**src/rtl/tmr_pkg.sv**
```systemverilog
package tmr_pkg;
  localparam int HALF_W = 16;
  localparam int B_SEL  = 0;
  localparam int B_CAS  = 2;
  localparam int B_IE   = 6;
  localparam int B_RUN  = 7;
  localparam logic [HALF_W-1:0] CTL_KEEP = 16'h00C7;

  function automatic int unsigned tick_period(input logic [1:0] sel);
    case (sel)
      2'd0:    return 2;
      2'd1:    return 128;
      2'd2:    return 512;
      default: return 2048;
    endcase
  endfunction
endpackage

```
**src/rtl/tmr_prescaler.sv**
```systemverilog
module tmr_prescaler
  import tmr_pkg::*;
#(
  parameter int DIV_W = 11
) (
  input  logic       clk,
  input  logic       rst,
  input  logic       restart,
  input  logic       run,
  input  logic [1:0] sel,
  output logic       tick
);
  logic [DIV_W-1:0] phase_q;
  logic [DIV_W-1:0] last;

  always_comb last = DIV_W'(tick_period(sel) - 32'd1);

  assign tick = run && (phase_q >= last);

  always_ff @(posedge clk) begin
    if (rst || restart || !run) phase_q <= '0;
    else if (tick)              phase_q <= '0;
    else                        phase_q <= phase_q + 1'b1;
  end

  // a tick is followed by a full fresh period, never a second tick at once
  p_tick_gap_r5: assert property (@(posedge clk) disable iff (rst)
    tick |=> !tick);
endmodule

```
**src/rtl/tmr_channel.sv**
```systemverilog
module tmr_channel
  import tmr_pkg::*;
#(
  parameter int DIV_W = 11
) (
  input  logic              clk,
  input  logic              rst,
  input  logic              wr_reload,
  input  logic              wr_ctrl,
  input  logic [HALF_W-1:0] reload_wdata,
  input  logic [HALF_W-1:0] ctrl_wdata,
  input  logic              casc_in,
  output logic [HALF_W-1:0] cnt_o,
  output logic [HALF_W-1:0] ctrl_o,
  output logic              ovf_o,
  output logic              irq_o
);
  logic [HALF_W-1:0] cnt_q, reload_q, ctrl_q, reload_nx;
  logic              irq_q;
  logic              running, start_edge, tick, inc;

  assign running    = ctrl_q[B_RUN];
  assign start_edge = wr_ctrl && !ctrl_q[B_RUN] && ctrl_wdata[B_RUN];

  tmr_prescaler #(.DIV_W(DIV_W)) i_presc (
    .clk     (clk),
    .rst     (rst),
    .restart (start_edge),
    .run     (running && !ctrl_q[B_CAS]),
    .sel     (ctrl_q[B_SEL+1:B_SEL]),
    .tick    (tick)
  );

  assign inc       = running && (ctrl_q[B_CAS] ? casc_in : tick);
  assign ovf_o     = inc && (cnt_q == '1);
  assign reload_nx = wr_reload ? reload_wdata : reload_q;

  always_ff @(posedge clk) begin
    if (rst) begin
      cnt_q    <= '0;
      reload_q <= '0;
      ctrl_q   <= '0;
      irq_q    <= 1'b0;
    end else begin
      reload_q <= reload_nx;
      if (wr_ctrl) ctrl_q <= ctrl_wdata & CTL_KEEP;
      if (start_edge && !ctrl_wdata[B_CAS]) cnt_q <= reload_nx;
      else if (inc)                         cnt_q <= ovf_o ? reload_q : cnt_q + 1'b1;
      irq_q <= ovf_o && ctrl_q[B_IE];
    end
  end

  assign cnt_o  = cnt_q;
  assign ctrl_o = ctrl_q;
  assign irq_o  = irq_q;

  p_irq_cause_r8: assert property (@(posedge clk) disable iff (rst)
    irq_q |-> ($past(cnt_q) == '1) && $past(ctrl_q[B_IE]));

  p_irq_pulse_r8: assert property (@(posedge clk) disable iff (rst)
    irq_q |=> !irq_q);

  p_wrap_reload_r7: assert property (@(posedge clk) disable iff (rst)
    (ovf_o && !wr_ctrl) |=> cnt_q == $past(reload_q));

  p_frozen_r6: assert property (@(posedge clk) disable iff (rst)
    (!running && !start_edge) |=> $stable(cnt_q));

  p_reload_only_r3: assert property (@(posedge clk) disable iff (rst)
    (wr_reload && !wr_ctrl && !inc) |=> $stable(cnt_q));
endmodule

```
**src/rtl/tmr_regif.sv**
```systemverilog
module tmr_regif
  import tmr_pkg::*;
#(
  parameter int NUM    = 4,
  parameter int ADDR_W = 3
) (
  input  logic                          clk,
  input  logic                          rst,
  input  logic                          wr_en,
  input  logic                          rd_en,
  input  logic [ADDR_W-1:0]             haddr,
  input  logic                          wide,
  input  logic [2*HALF_W-1:0]           wdata,
  input  logic [NUM-1:0][HALF_W-1:0]    cnt_i,
  input  logic [NUM-1:0][HALF_W-1:0]    ctrl_i,
  output logic [NUM-1:0]                wr_reload,
  output logic [NUM-1:0]                wr_ctrl,
  output logic [HALF_W-1:0]             reload_wdata,
  output logic [HALF_W-1:0]             ctrl_wdata,
  output logic [2*HALF_W-1:0]           rdata
);
  localparam int IDX_W = ADDR_W - 1;

  logic [IDX_W-1:0]    idx;
  logic                hi;
  logic [HALF_W-1:0]   cnt_sel, ctl_sel;
  logic [2*HALF_W-1:0] rdata_q;

  assign idx = haddr[ADDR_W-1:1];
  assign hi  = haddr[0];

  for (genvar g = 0; g < NUM; g++) begin : g_dec
    assign wr_reload[g] = wr_en && (idx == IDX_W'(g)) && (wide || !hi);
    assign wr_ctrl[g]   = wr_en && (idx == IDX_W'(g)) && (wide || hi);
  end

  assign reload_wdata = wdata[HALF_W-1:0];
  assign ctrl_wdata   = wide ? wdata[2*HALF_W-1:HALF_W] : wdata[HALF_W-1:0];

  always_comb begin
    cnt_sel = '0;
    ctl_sel = '0;
    for (int i = 0; i < NUM; i++) begin
      if (idx == IDX_W'(i)) begin
        cnt_sel = cnt_i[i];
        ctl_sel = ctrl_i[i];
      end
    end
  end

  always_ff @(posedge clk) begin
    if (rst) rdata_q <= '0;
    else if (rd_en) begin
      if (wide)    rdata_q <= {ctl_sel, cnt_sel};
      else if (hi) rdata_q <= {{HALF_W{1'b0}}, ctl_sel};
      else         rdata_q <= {{HALF_W{1'b0}}, cnt_sel};
    end
  end

  assign rdata = rdata_q;

  // one access never reaches two timers
  p_one_target_r2: assert property (@(posedge clk) disable iff (rst)
    $onehot0(wr_reload) && $onehot0(wr_ctrl));

  // without a read strobe the read data holds
  p_rdata_hold_r2: assert property (@(posedge clk) disable iff (rst)
    !rd_en |=> $stable(rdata));
endmodule

```
**src/rtl/tmr_bank.sv**
```systemverilog
module tmr_bank
  import tmr_pkg::*;
#(
  parameter int NUM_TMR = 4,
  parameter int DIV_W   = 11
) (
  input  logic                      clk,
  input  logic                      rst,
  input  logic                      wr_en,
  input  logic                      rd_en,
  input  logic [$clog2(NUM_TMR):0]  haddr,
  input  logic                      wide,
  input  logic [31:0]               wdata,
  output logic [31:0]               rdata,
  output logic [NUM_TMR-1:0]        irq
);
  localparam int ADDR_W = $clog2(NUM_TMR) + 1;

  logic [NUM_TMR-1:0][HALF_W-1:0] cnt_a, ctrl_a;
  logic [NUM_TMR-1:0]             wr_reload, wr_ctrl;
  logic [HALF_W-1:0]              reload_wdata, ctrl_wdata;
  logic [NUM_TMR:0]               casc;

  assign casc[0] = 1'b0;

  tmr_regif #(.NUM(NUM_TMR), .ADDR_W(ADDR_W)) i_regif (
    .clk          (clk),
    .rst          (rst),
    .wr_en        (wr_en),
    .rd_en        (rd_en),
    .haddr        (haddr),
    .wide         (wide),
    .wdata        (wdata),
    .cnt_i        (cnt_a),
    .ctrl_i       (ctrl_a),
    .wr_reload    (wr_reload),
    .wr_ctrl      (wr_ctrl),
    .reload_wdata (reload_wdata),
    .ctrl_wdata   (ctrl_wdata),
    .rdata        (rdata)
  );

  for (genvar g = 0; g < NUM_TMR; g++) begin : g_tmr
    tmr_channel #(.DIV_W(DIV_W)) i_chan (
      .clk          (clk),
      .rst          (rst),
      .wr_reload    (wr_reload[g]),
      .wr_ctrl      (wr_ctrl[g]),
      .reload_wdata (reload_wdata),
      .ctrl_wdata   (ctrl_wdata),
      .casc_in      (casc[g]),
      .cnt_o        (cnt_a[g]),
      .ctrl_o       (ctrl_a[g]),
      .ovf_o        (casc[g+1]),
      .irq_o        (irq[g])
    );

    if (g > 0) begin : g_chk
      p_casc_step_r9: assert property (@(posedge clk) disable iff (rst)
        (casc[g] && ctrl_a[g][B_RUN] && ctrl_a[g][B_CAS] && !wr_ctrl[g] && cnt_a[g] != '1)
          |=> cnt_a[g] == $past(cnt_a[g]) + 1'b1);
    end
  end

  // the overflow of the last timer only reaches its own request bit
  p_chain_end_r9: assert property (@(posedge clk) disable iff (rst)
    (casc[NUM_TMR] && ctrl_a[NUM_TMR-1][B_IE]) |=> irq[NUM_TMR-1]);
endmodule

```
**config.mk**
```make
export PLATFORM = sky130hd
export DESIGN_NAME = tmr_bank
export DESIGN_NICKNAME = d
export VERILOG_FILES = /design/src/rtl/tmr_pkg.sv /design/src/rtl/tmr_prescaler.sv /design/src/rtl/tmr_channel.sv /design/src/rtl/tmr_regif.sv /design/src/rtl/tmr_bank.sv
export SDC_FILE = /design/constraint.sdc
export NUM_CORES = 1
export LEC_CHECK = 0
export BUFFER_PORTS_ARGS = -buffer_cell sky130_fd_sc_hd__buf_2
export CORE_MARGIN = 3
export CORE_UTILIZATION = 50
export DETAILED_ROUTE_END_ITERATION = 12
export PLACE_DENSITY = 0.68
export SETUP_SLACK_MARGIN = 0.4
export SYNTH_ARGS = -nofsm -noshare
export SYNTH_HDL_FRONTEND = slang
export SYNTH_SLANG_ARGS = --single-unit
```
**constraint.sdc**
```tcl
create_clock -name clk -period 3.91 [get_ports clk]
set_input_delay 0.1955 -clock clk [delete_from_list [all_inputs] [get_ports clk]]
set_output_delay 0.1955 -clock clk [all_outputs]
set_load 0.05 [all_outputs]
```
==> flow_summary.json <==
{
  "hold_viol": 0,
  "drtIter0Drc": 943,
  "synth_edf_count": 0,
  "cp-start-kind": "flop",
  "synth_cell_types": 66,
  "grt_max_degree": 88,
  "wl_mm": 31.0,
  "portBuffers": 53,
  "synth.ff_latch_count": 217,
  "cts_root_buf": "clkbuf_16",
  "sw_frac_of_total_pct": 24.5,
  "path_buf_inv": 2,
  "slowest_stage": "or4_1",
  "p_clk_share_pct": 46.1,
  "critical_path.most_common_cell": "ha_1",
  "drv_slew": 0,
  "async_reset_ff_share_pct": 0,
  "clkTransAtPathRegs_ns": 0.06,
  "grt_usage_pct": 24.7,
  "period_minus_slack_ns": 3.36,
  "wl_per_cell_um": 18.7,
  "drc": 0,
  "path_cells": "nor2_4 > inv_1 > ha_1 > ha_1 > and4_1 > nand2_1 > o32a_1 > a2111oi_2 > buf_4 > nor2_1 > o22a_4 > or4_1 > a31oi_1",
  "p_seq_share_pct": 46.7,
  "p_int_mw": 3.69,
  "crit-reg2reg-capture": "g_tmr[3].i_chan.cnt_o[14]",
  "pwr-share-comb_pct": 7.2,
  "yosys.area.top_type": "dfxtp_1",
  "synth.area.top_cells": "dfxtp_1, nor2_1, mux2i_1",
  "cts.sinks": 217,
  "dpl.cell_count": 1617,
  "post-route-period-util_pct": 85.8,
  "ctsHtreeMaxLevel": 1,
  "setup.worst_path.end_class": "flop",
  "rows": 54,
  "ff2ff_path_depth": 13,
  "cts_tree": "built",
  "min_path_type": "input pin to flop",
  "yosys_most_used_dff": "dfxtp_1",
  "holdPathStages": 3,
  "via_count": 9920,
  "grt_pass1_wl_mm": 49.3,
  "p_leak_nw": 4.84,
  "hold_start": "wdata[11]",
  "path_max_fanout": 12,
  "antenna_found_initial": 0,
  "min_to": "g_tmr[0].i_chan.reload_q[11]",
  "core-area_um2": 22200,
  "max_cap_viol_count": 0,
  "seq_area_frac_synth_pct": 37.7,
  "start_util_pct": 51.8,
  "r2r_slack_ns": 0.55,
  "via_per_inst": 5.97,
  "postRouteAntennaNets": 0,
  "fill_cells": 2006,
  "die_area_um2": 24900,
  "place_congestion": 0.879,
  "cp_top_family": "compound AO/OA/AOI/OAI gates",
  "cts_hold_buf": 0,
  "rsz0062_at_grt": "false",
  "ctsLongestPathBuffers": 3,
  "path_class": "flop to flop",
  "yosys_warnings": 0,
  "nNetsFinal": 1455,
  "power.density_nw_per_um2": 380,
  "skew_ns": 0.0229,
  "diodes": 0,
  "tns_ns": 0,
  "p_sw_mw": 1.19,
  "synth_area_per_cell_um2": 8.61,
  "netlist_instances": 1337,
  "synth_area_um2": 11500,
  "first_pass_iters": 5,
  "pin_count": 76,
  "setup_viol": 0,
  "status": "finished clean",
  "fmax_mhz": 298,
  "cp_slowest_stage_delay_ns": 0.51,
  "ir_drop_mv": 0.363,
  "timing.slew.headroom_pct": 23.1,
  "grt_pass1_vias": 9140,
  "clk_latency_ns": 0.54,
  "arrival_ns": 3.81,
  "dieWidth_um": 158,
  "required_ns": 4.36,
  "syn_to_final_growth_pct": 11.6,
  "cts_buffers": 24,
  "drive_above_1_share_pct": 12.5,
  "grt.overflow.total": 0,
  "post-dp-hpwl_mm": 21.6,
  "worst_pin_slew_ns": 1.15,
  "die_height_um": 158,
  "regToRegStartpoint": "g_tmr[0].i_chan.ctrl_o[1]",
  "synth_top_area_share_pct": 37.7,
  "fin_cells": 1663
}
[worst max-delay path by stage]
stage	from	to	depth (start not counted)
2_1_floorplan	g_tmr[3].i_chan.ctrl_o[0]	g_tmr[3].i_chan.cnt_o[10]	13
3_3_place_gp	g_tmr[3].i_chan.ctrl_o[1]	g_tmr[3].i_chan.cnt_o[9]	12
3_5_place_dp	g_tmr[3].i_chan.ctrl_o[1]	g_tmr[3].i_chan.cnt_o[10]	12
4_1_cts	g_tmr[3].i_chan.ctrl_o[1]	g_tmr[3].i_chan.cnt_o[10]	12
5_1_grt	g_tmr[0].i_chan.ctrl_o[1]	g_tmr[2].i_chan.cnt_o[15]	13
6_report	g_tmr[0].i_chan.ctrl_o[1]	g_tmr[3].i_chan.cnt_o[14]	13
[cell families (layout without fill, tap and decap cells)]
group,after synthesis,in the layout,share of synthesized area (%)
compound gates,271,271,15.2
xor+xnor,66,66,5.02
fa+ha+maj,48,48,5.22
buf+inv,112,148,4.22
flops,217,217,37.7
mux,100,100,11.0
other cells,1,11,0.0326
simple gates,522,522,21.5
[timing repair]
item,CTS,global route
resized for setup,2,7
setup buffers,0,4
endpoints found under the setup margin,13,26
pin swaps,0,2
[power groups by stage]
stage	registers, mW	clock network, mW	logic, mW
final	2.28	2.25	0.353
after global routing	2.28	2.38	0.385
after CTS	2.28	2.29	0.347
after detailed placement	2.33	0	0.345
after global placement	2.33	0	0.339
after floorplan	2.33	0	0.237
[routing by layer]
metal  wire (um)  track usage, %
met4         495            5.17
met2       14100            40.1
met3        2150            2.84
met1       14300            35.5
met5           0               0
[state kept, by name, indices dropped and copies added (netlist names)]
name and count:
g_tmr.i_chan.ctrl_o 20, g_tmr.i_chan.cnt_o 64, g_tmr.i_chan.i_presc.phase_q 44, g_tmr.i_chan.irq_o 4
i_regif.rdata 21, g_tmr.i_chan.reload_q 64
[worst reg2reg max path: stages (launching register included)]
cell,delay (ns)
dfxtp_2,0.36
nor2_4,0.16
inv_1,0.09
ha_1,0.29
ha_1,0.26
and4_1,0.19
nand2_1,0.06
o32a_1,0.31
a2111oi_2,0.33
buf_4,0.20
nor2_1,0.06
o22a_4,0.29
or4_1,0.52
a31oi_1,0.17
[cell usage after synthesis (all sizes together) (8+ instances only)]
master and count:
nand2 80, and4 12, mux2i 79, buf 28
a311oi 9, o21ai 17, and3 24, nor3 10
o22ai 19, nor2 240, ha 48, xnor2 28
or2 10, clkbuf 64, xor2 38, a21oi 122
nand2b 14, a211oi 25, mux4 21, and2 8
nor2b 17, o22a 26, nand3 68, nand4 16
dfxtp 217, inv 20
[cells in the final DEF (no fill, tap or decap), drive strengths merged, types with 4 or more instances in the layout]
master	n
a211o	6
a211oi	25
a21o	4
a21oi	122
a2bb2oi	4
a311oi	9
a31oi	5
and2	8
and3	24
and4	12
buf	86
clkbuf	36
clkinv	5
conb	11
dfxtp	217
ha	48
inv	20
mux2i	79
mux4	21
nand2	80
nand2b	14
nand3	68
nand3b	4
nand4	16
nor2	240
nor2b	17
nor3	10
o211ai	7
o21ai	17
o22a	26
o22ai	19
o32a	5
or2	10
or3b	4
xnor2	28
xor2	38
[layout make-up]
class                      count  area (um^2)  share of cell area [%]
timing repair buffer          86          532                    4.14
multi-input combinational   1018         6750                    52.6
sequential                   217         4350                    33.9
clock inverter                 6         66.3                   0.516
inverter                      20         75.1                   0.585
tap                          280          350                    2.73
clock buffer                  36          716                    5.57
[per-stage QoR]
step                power (mW)  utilization, %  hold slack, ns  setup slack [ns]  area, um^2
detailed placement        2.67            54.0           0.457             0.237       12000
global placement          2.66            54.0           0.450             0.326       12000
global route              5.04            57.8          0.0458             0.367       12800
floorplan                 2.57               -           0.343             0.774       11500
finish                    4.88            57.8          0.0485             0.554       12800
CTS                       4.91            57.5          0.0299             0.439       12800
No activity file was read; power rests on OpenSTA's default activity.
